`src/rtl/irq_router_pkg.sv`:
```
package irq_router_pkg;

    // Lowest set bit of a routing byte among the first ncpu positions;
    // zero when none is set.
    function automatic logic [2:0] pick_cpu(logic [7:0] b, int unsigned ncpu);
        logic [2:0] r;
        r = 3'd0;
        for (int i = 7; i >= 0; i--) begin
            if (b[i] && (i < int'(ncpu))) r = 3'(i);
        end
        return r;
    endfunction

endpackage

```
`src/rtl/irq_tgt_store.sv`:
```
module irq_tgt_store
    import irq_router_pkg::*;
#(
    parameter int NUM_CPUS = 4,
    parameter int NUM_IRQS = 64,
    parameter int CPU_W    = (NUM_CPUS > 1) ? $clog2(NUM_CPUS) : 1,
    parameter int WW       = $clog2(NUM_IRQS / 4)
) (
    input  logic                         clk,
    input  logic                         rst_n,
    input  logic                         wr_en,
    input  logic [WW-1:0]                wr_word,
    input  logic [31:0]                  wr_data,
    input  logic [WW-1:0]                rd_word,
    input  logic [CPU_W-1:0]             rd_cpu,
    output logic [31:0]                  rd_data,
    output logic                         shared_wr,
    output logic [(NUM_IRQS-32)*NUM_CPUS-1:0] tgt_onehot,
    output logic [(NUM_IRQS-32)*NUM_CPUS-1:0] tgt_next_onehot
);
    localparam int NSH        = NUM_IRQS - 32;
    localparam int PRIV_WORDS = 8;
    localparam logic [WW-1:0] PRIV_LIM = WW'(PRIV_WORDS);

    typedef struct packed {
        logic [NSH-1:0][CPU_W-1:0] sel;
    } tgt_state_t;

    tgt_state_t st_d, st_q;

    assign shared_wr = wr_en && (wr_word >= PRIV_LIM);

    always_comb begin
        logic [2:0] pk;
        st_d = st_q;
        pk   = 3'd0;
        if (shared_wr) begin
            for (int i = 0; i < NSH; i++) begin
                if ((i / 4) == (int'(wr_word) - PRIV_WORDS)) begin
                    pk = pick_cpu(wr_data[(i % 4) * 8 +: 8], NUM_CPUS);
                    st_d.sel[i] = pk[CPU_W-1:0];
                end
            end
        end
    end

    always_ff @(posedge clk or negedge rst_n) begin
        if (!rst_n) st_q <= '0;
        else        st_q <= st_d;
    end

    for (genvar i = 0; i < NSH; i++) begin : g_irq
        for (genvar c = 0; c < NUM_CPUS; c++) begin : g_cpu
            assign tgt_onehot[i*NUM_CPUS+c]      = (st_q.sel[i] == CPU_W'(c));
            assign tgt_next_onehot[i*NUM_CPUS+c] = (st_d.sel[i] == CPU_W'(c));
        end
    end

    always_comb begin
        logic [7:0] own;
        own     = 8'(1) << rd_cpu;
        rd_data = '0;
        if (rd_word < PRIV_LIM) begin
            rd_data = {4{own}};
        end else begin
            for (int i = 0; i < NSH; i++) begin
                if ((i / 4) == (int'(rd_word) - PRIV_WORDS))
                    rd_data[(i % 4) * 8 +: 8] = 8'(1) << st_q.sel[i];
            end
        end
    end

    // writes to banked words leave the routing untouched
    property p_priv_ro_r3;
        @(posedge clk) disable iff (!rst_n)
        (wr_en && (wr_word < PRIV_LIM)) |=> $stable(tgt_onehot);
    endproperty
    a_priv_ro_r3: assert property (p_priv_ro_r3);

    // no write, no routing change
    property p_tgt_hold_r10;
        @(posedge clk) disable iff (!rst_n)
        !wr_en |=> $stable(tgt_onehot);
    endproperty
    a_tgt_hold_r10: assert property (p_tgt_hold_r10);

    // a byte with bit 0 set always lands on CPU0
    for (genvar i = 0; i < NSH; i++) begin : g_chk
        property p_low_bit_r4;
            @(posedge clk) disable iff (!rst_n)
            (shared_wr && (int'(wr_word) - PRIV_WORDS == i / 4) && wr_data[(i % 4) * 8])
                |=> tgt_onehot[i*NUM_CPUS];
        endproperty
        a_low_bit_r4: assert property (p_low_bit_r4);
    end

endmodule

```
`src/rtl/irq_pend_eval.sv`:
```
module irq_pend_eval #(
    parameter int NUM_CPUS = 4,
    parameter int NUM_IRQS = 64
) (
    input  logic [NUM_CPUS*32-1:0]            pend_priv,
    input  logic [NUM_CPUS*32-1:0]            en_priv,
    input  logic [NUM_IRQS-33:0]              pend_shared,
    input  logic [NUM_IRQS-33:0]              en_shared,
    input  logic [(NUM_IRQS-32)*NUM_CPUS-1:0] tgt_onehot,
    input  logic                              dist_en,
    output logic [NUM_CPUS-1:0]               pend_now
);
    localparam int NSH = NUM_IRQS - 32;

    for (genvar c = 0; c < NUM_CPUS; c++) begin : g_cpu
        logic priv_hit;
        logic sh_hit;
        assign priv_hit = |(pend_priv[c*32 +: 32] & en_priv[c*32 +: 32]);
        always_comb begin
            sh_hit = 1'b0;
            for (int i = 0; i < NSH; i++)
                sh_hit = sh_hit | (pend_shared[i] & en_shared[i] & tgt_onehot[i*NUM_CPUS+c]);
        end
        assign pend_now[c] = dist_en & (priv_hit | sh_hit);
    end

endmodule

```
`src/rtl/irq_target_router.sv`:
```
module irq_target_router #(
    parameter int NUM_CPUS = 4,
    parameter int NUM_IRQS = 64,
    parameter int CPU_W    = (NUM_CPUS > 1) ? $clog2(NUM_CPUS) : 1,
    parameter int WW       = $clog2(NUM_IRQS / 4)
) (
    input  logic                              clk,
    input  logic                              rst_n,
    input  logic                              acc_valid,
    input  logic                              acc_write,
    input  logic [WW-1:0]                     acc_word,
    input  logic [CPU_W-1:0]                  acc_cpu,
    input  logic [31:0]                       acc_wdata,
    output logic [31:0]                       acc_rdata,
    input  logic                              state_changed,
    input  logic                              dist_en,
    input  logic [NUM_CPUS*32-1:0]            pend_priv,
    input  logic [NUM_CPUS*32-1:0]            en_priv,
    input  logic [NUM_IRQS-33:0]              pend_shared,
    input  logic [NUM_IRQS-33:0]              en_shared,
    output logic [(NUM_IRQS-32)*NUM_CPUS-1:0] tgt_onehot,
    output logic [NUM_CPUS-1:0]               cpu_pending
);
    localparam int NT = (NUM_IRQS - 32) * NUM_CPUS;

    typedef struct packed {
        logic [NUM_CPUS-1:0] pend;
    } pend_state_t;

    pend_state_t         ps_d, ps_q;
    logic [31:0]         rd_raw;
    logic                shared_wr;
    logic [NT-1:0]       tgt_next;
    logic [NUM_CPUS-1:0] pend_now;

    irq_tgt_store #(
        .NUM_CPUS(NUM_CPUS), .NUM_IRQS(NUM_IRQS), .CPU_W(CPU_W), .WW(WW)
    ) u_store (
        .clk            (clk),
        .rst_n          (rst_n),
        .wr_en          (acc_valid && acc_write),
        .wr_word        (acc_word),
        .wr_data        (acc_wdata),
        .rd_word        (acc_word),
        .rd_cpu         (acc_cpu),
        .rd_data        (rd_raw),
        .shared_wr      (shared_wr),
        .tgt_onehot     (tgt_onehot),
        .tgt_next_onehot(tgt_next)
    );

    irq_pend_eval #(.NUM_CPUS(NUM_CPUS), .NUM_IRQS(NUM_IRQS)) u_eval (
        .pend_priv  (pend_priv),
        .en_priv    (en_priv),
        .pend_shared(pend_shared),
        .en_shared  (en_shared),
        .tgt_onehot (tgt_next),
        .dist_en    (dist_en),
        .pend_now   (pend_now)
    );

    assign acc_rdata = (acc_valid && !acc_write) ? rd_raw : 32'd0;

    always_comb begin
        ps_d = ps_q;
        if (state_changed || shared_wr) ps_d.pend = pend_now;
    end

    always_ff @(posedge clk or negedge rst_n) begin
        if (!rst_n) ps_q <= '0;
        else        ps_q <= ps_d;
    end

    assign cpu_pending = ps_q.pend;

    // without a refresh trigger the flags hold
    property p_hold_r9;
        @(posedge clk) disable iff (!rst_n)
        !(state_changed || (acc_valid && acc_write && (int'(acc_word) >= 8)))
            |=> $stable(cpu_pending);
    endproperty
    a_hold_r9: assert property (p_hold_r9);

    // global disable clears every flag on refresh
    property p_off_r8;
        @(posedge clk) disable iff (!rst_n)
        (state_changed && !dist_en) |=> (cpu_pending == '0);
    endproperty
    a_off_r8: assert property (p_off_r8);

    // an enabled banked pending bit flags its CPU
    for (genvar c = 0; c < NUM_CPUS; c++) begin : g_chk
        property p_priv_pend_r6;
            @(posedge clk) disable iff (!rst_n)
            (state_changed && dist_en && |(pend_priv[c*32 +: 32] & en_priv[c*32 +: 32]))
                |=> cpu_pending[c];
        endproperty
        a_priv_pend_r6: assert property (p_priv_pend_r6);
    end

endmodule

```
`config.mk`:
```
export PLATFORM = sky130hd
export DESIGN_NAME = irq_target_router
export DESIGN_NICKNAME = d
export VERILOG_FILES = /design/src/rtl/irq_router_pkg.sv /design/src/rtl/irq_tgt_store.sv /design/src/rtl/irq_pend_eval.sv /design/src/rtl/irq_target_router.sv
export SDC_FILE = /design/constraint.sdc
export NUM_CORES = 1
export LEC_CHECK = 0
export ABC_CLOCK_PERIOD_IN_PS = 3000
export BUFFER_PORTS_ARGS = -buffer_cell sky130_fd_sc_hd__buf_2
export CORE_AREA = 2 2 204 206
export CTS_CLUSTER_DIAMETER = 50
export DETAILED_ROUTE_END_ITERATION = 8
export DIE_AREA = 0 0 206 208
export GPL_TIMING_DRIVEN = 0
export HOLD_SLACK_MARGIN = 0.05
export MAX_ROUTING_LAYER = met4
export PLACE_DENSITY = 0.4
export SKIP_LAST_GASP = 1
export SYNTH_ARGS = -nofsm -noshare
export SYNTH_HDL_FRONTEND = slang
export SYNTH_SLANG_ARGS = --single-unit
```
`constraint.sdc`:
```
create_clock -name clk -period 3 [get_ports clk]
set_input_delay 0.6 -clock clk [delete_from_list [all_inputs] [get_ports clk]]
set_output_delay 0.6 -clock clk [all_outputs]
set_load 0.02 [all_outputs]
```
==> summary.txt <==
yosys warns: 0
Int Pwr: 2.56 mW
Fin Clk Skew: 0.00749 ns
Clock Sinks: 68
layout cells sized above 1: 44.9%
distinct cell type count of the synthesized netlist: 71
Worst-Skew Late Latency: 0.35 ns
via count: 9,802
Total Wirelength: 56,800 microns
Setup TNS Final: 0 ns
Post-DRT Antenna Nets: 0
met2 Use GR: 49.1%
Hold Vio Cnt, Final: 0
CP Max Fanout: 8
Rows: 74
cell area after synthesis: 0.00678 sq mm
CP Launch Type: input pin
Core ar.: 0.0406 sq mm
Synth Area per Inst: 7.55 sq um
Initial Util: 16.7%
gp weighted congestion: 0.966
post-route minimum period: 2.97 ns
post-DR wirelength/cell: 28.6 microns
Post-Layout Cell Count: 1,986
highest clock rate: 0.336 GHz
Peak VDD IR: 0.194 mV
Crit-path slowest cell: or2_4
Worst Tran Pin Value: 1.10 ns
Post-Syn Instances: 898
Sw Ratio: 42.6%
Worst Path Arrival: 2.37 ns
drt drc: 0
Hold/Removal Path Class: input pin to async pin
Critical Path RT: 2.40 ns
switching pwr: 1.90 mW
initial antenna violation count: 27
Max Slew Vio Count: 0
maximum clock path buffer count: 2
H-tree Lvls: 3
Synth async-reset ratio: 100%
relative slew slack: 25.8%
IO buf count: 493
WS Path Type: input pin to output pin
Bufs and invs on worst path: 3
DP HPWL: 50,500 microns
largest net degree at the start of global routing: 60
vias in the first global route: 9,991
number of setup violations in the final report: 0
Die Area: 0.0428 sq mm
dpl cells: 1,940
clock share of power: 29.0%
Logic pwr share: 44.3%
Yosys reg bits: 68
Area Growth Syn to Fin: 61.9%
CTS tree: done
Num CTS Buffers: 9
I/O pin total: 528
drt first pass iters: 5
CTS clock-pin slew for the worst setup and hold paths: 0.06 ns
worst setup margin: 0.0276 ns
Final Power: 4.46 mW
MaxCap Viol Count: 0
Flop pwr share: 26.7%
Primary FF master, synth: dfrtp_1
final-stage net count: 1,796
CP endpoint kind: output pin
pwr/cell area: 406 mW/mm^2
Overflow after GRT: 0
worst-path cell chain: buf_4 -> or2_4 -> nor2_4 -> buf_6 -> a22oi_1 -> a31oi_4 -> a21oi_1 -> a311oi_1 -> buf_2
leakage power: 5.28 nW
pre-CTS setup slack: -1.24 ns
Total Routing Usage GR: 26.4%
Vias per Instance: 4.94
# hold bufs at CTS: 0
RSZ-0062 raised after global routing: yes
CP delay by family, top: compound AO/OA/AOI/OAI gates
Tcrit/Tclk final: 99.1%
clock root buffer: clkbuf_16
outcome: finished clean
Die Ht: 208 microns
M1 GR Usage: 27.3%
global-route wire length before repair: 76,500 microns
post-synthesis sequential area ratio: 25.1%
met3 GRT Util: 4.10%
GRT busiest layer: met2
CP max stage delay: 0.30 ns
1st-iter DRT viols: 664
Post-synth EDFFs: 0
DIE WIDTH: 206 microns
==> timing repair <==
item                                    in CTS  in global routing
endpoints found under the hold margin        0                  0
gates resized for setup                     69                 42
pin swaps                                   10                 20
setup buffers                               11                  2
endpoints found under the setup margin      19                 18
cloned                                       0                  1
==> cell usage after synthesis (all sizes together) (24+ instances only) <==
master,n,share of area [%]
a21oi,39,2.9
a22oi,51,5.6
and2,42,3.9
buf,27,2.9
dfrtp,68,25
inv,25,1.4
mux2i,24,3.7
nand2,94,5.4
nand4,36,3.3
nor2,97,5.9
nor2b,73,6.7
o21ai,58,4.3
==> worst paths after layout <==
| kind | startpoint | depth (start not counted) | slack, ns | endpoint |
|---|---|---|---|---|
| setup / recovery | acc_word[0] | 9 | 0.03 | acc_rdata[17] |
| hold / removal | rst_n | 1 | 0.08 | u_store.st_q[7]$_DFF_PN0_ |
| setup reg to reg | u_store.st_q[32]$_DFF_PN0_ | 6 | 0.71 | cpu_pending[0]$_DFFE_PN0P_ |
| hold reg to reg | u_store.st_q[49]$_DFF_PN0_ | 2 | 0.55 | u_store.st_q[49]$_DFF_PN0_ |
| max in group asynchronous | rst_n | 2 | 2.34 | u_store.st_q[4]$_DFF_PN0_ |
| min in group clk | u_store.st_q[49]$_DFF_PN0_ | 2 | 0.55 | u_store.st_q[49]$_DFF_PN0_ |
==> area by class of cell <==
type | instances | area, sq um
Fill cell | 4635 | 29600
Multi-Input combinational cell | 779 | 5140
Timing Repair Buffer | 509 | 2660
Sequential cell | 68 | 1700
Tap cell | 532 | 666
Buffer | 40 | 327
Clock buffer | 11 | 243
Clock inverter | 5 | 108
Inverter | 25 | 93.8
Antenna cell | 17 | 42.5
==> per-layer routing <==
layer	vias to the layer above	routed length (microns)
li1	4505	-
met3	112	3420
met5	-	0
met2	498	30100
met4	0	2780
met1	4687	20500
==> per-stage QoR <==
stage               cell area, sq um  utilization [%]  hold slack [ns]
floorplan                       6880                -            0.304
detailed placement             10100             24.8            0.452
global placement               10000             24.7            0.518
CTS                            10800             26.5           0.0762
global route                   11000             27.1           0.0816
finish                         11000             27.1           0.0755
==> registers in the layout (all words and copies together) (netlist names) <==
| register | cells |
|---|---|
| cpu_pending | 4 |
| u_store.st_q | 64 |
==> cells by family (layout without fill, tap and decap cells) <==
family	after synthesis	count (layout)	synth area share, %
other	1	33	0.0553
AOI/OAI and AO/OA	287	287	29.4
DFF	68	68	25.1
buffers and inverters	66	590	5.07
and+or+nand+nor	436	436	33.9
muxes	40	40	6.44
==> placed cells by master, fill, tap and decap left out, types with 5 or more instances in the layout <==
cell type,instances
a21oi_1,32
a21oi_2,7
a221oi_1,23
a22o_1,22
a22oi_1,46
a22oi_2,5
a31oi_1,8
a31oi_2,10
and2_1,42
buf_2,484
buf_4,41
buf_6,6
clkbuf_16,10
clkbuf_8,5
conb_1,16
dfrtp_1,68
diode_2,17
inv_1,25
mux2_2,15
mux2i_1,23
nand2_1,91
nand2b_1,5
nand3_1,20
nand4_1,36
nor2_1,86
nor2_4,10
nor2b_1,72
nor3_1,19
nor3b_1,7
nor4_1,11
o2111ai_1,8
o21a_1,5
o21ai_0,51
o21ai_1,5
o22ai_1,9
or3_1,8
or3b_2,5
==> power groups by stage <==
| stage | Combinational [mW] | Clock [mW] | Sequential [mW] |
|---|---|---|---|
| 6_report | 1.98 | 1.29 | 1.19 |
| 5_1_grt | 2.10 | 1.34 | 1.21 |
| 4_1_cts | 1.95 | 1.30 | 1.19 |
| 3_5_place_dp | 1.91 | 0 | 1.20 |
| 3_3_place_gp | 1.90 | 0 | 1.20 |
| 2_1_floorplan | 0.985 | 0 | 1.15 |
Note: power is estimated with default switching activity, not from simulation.
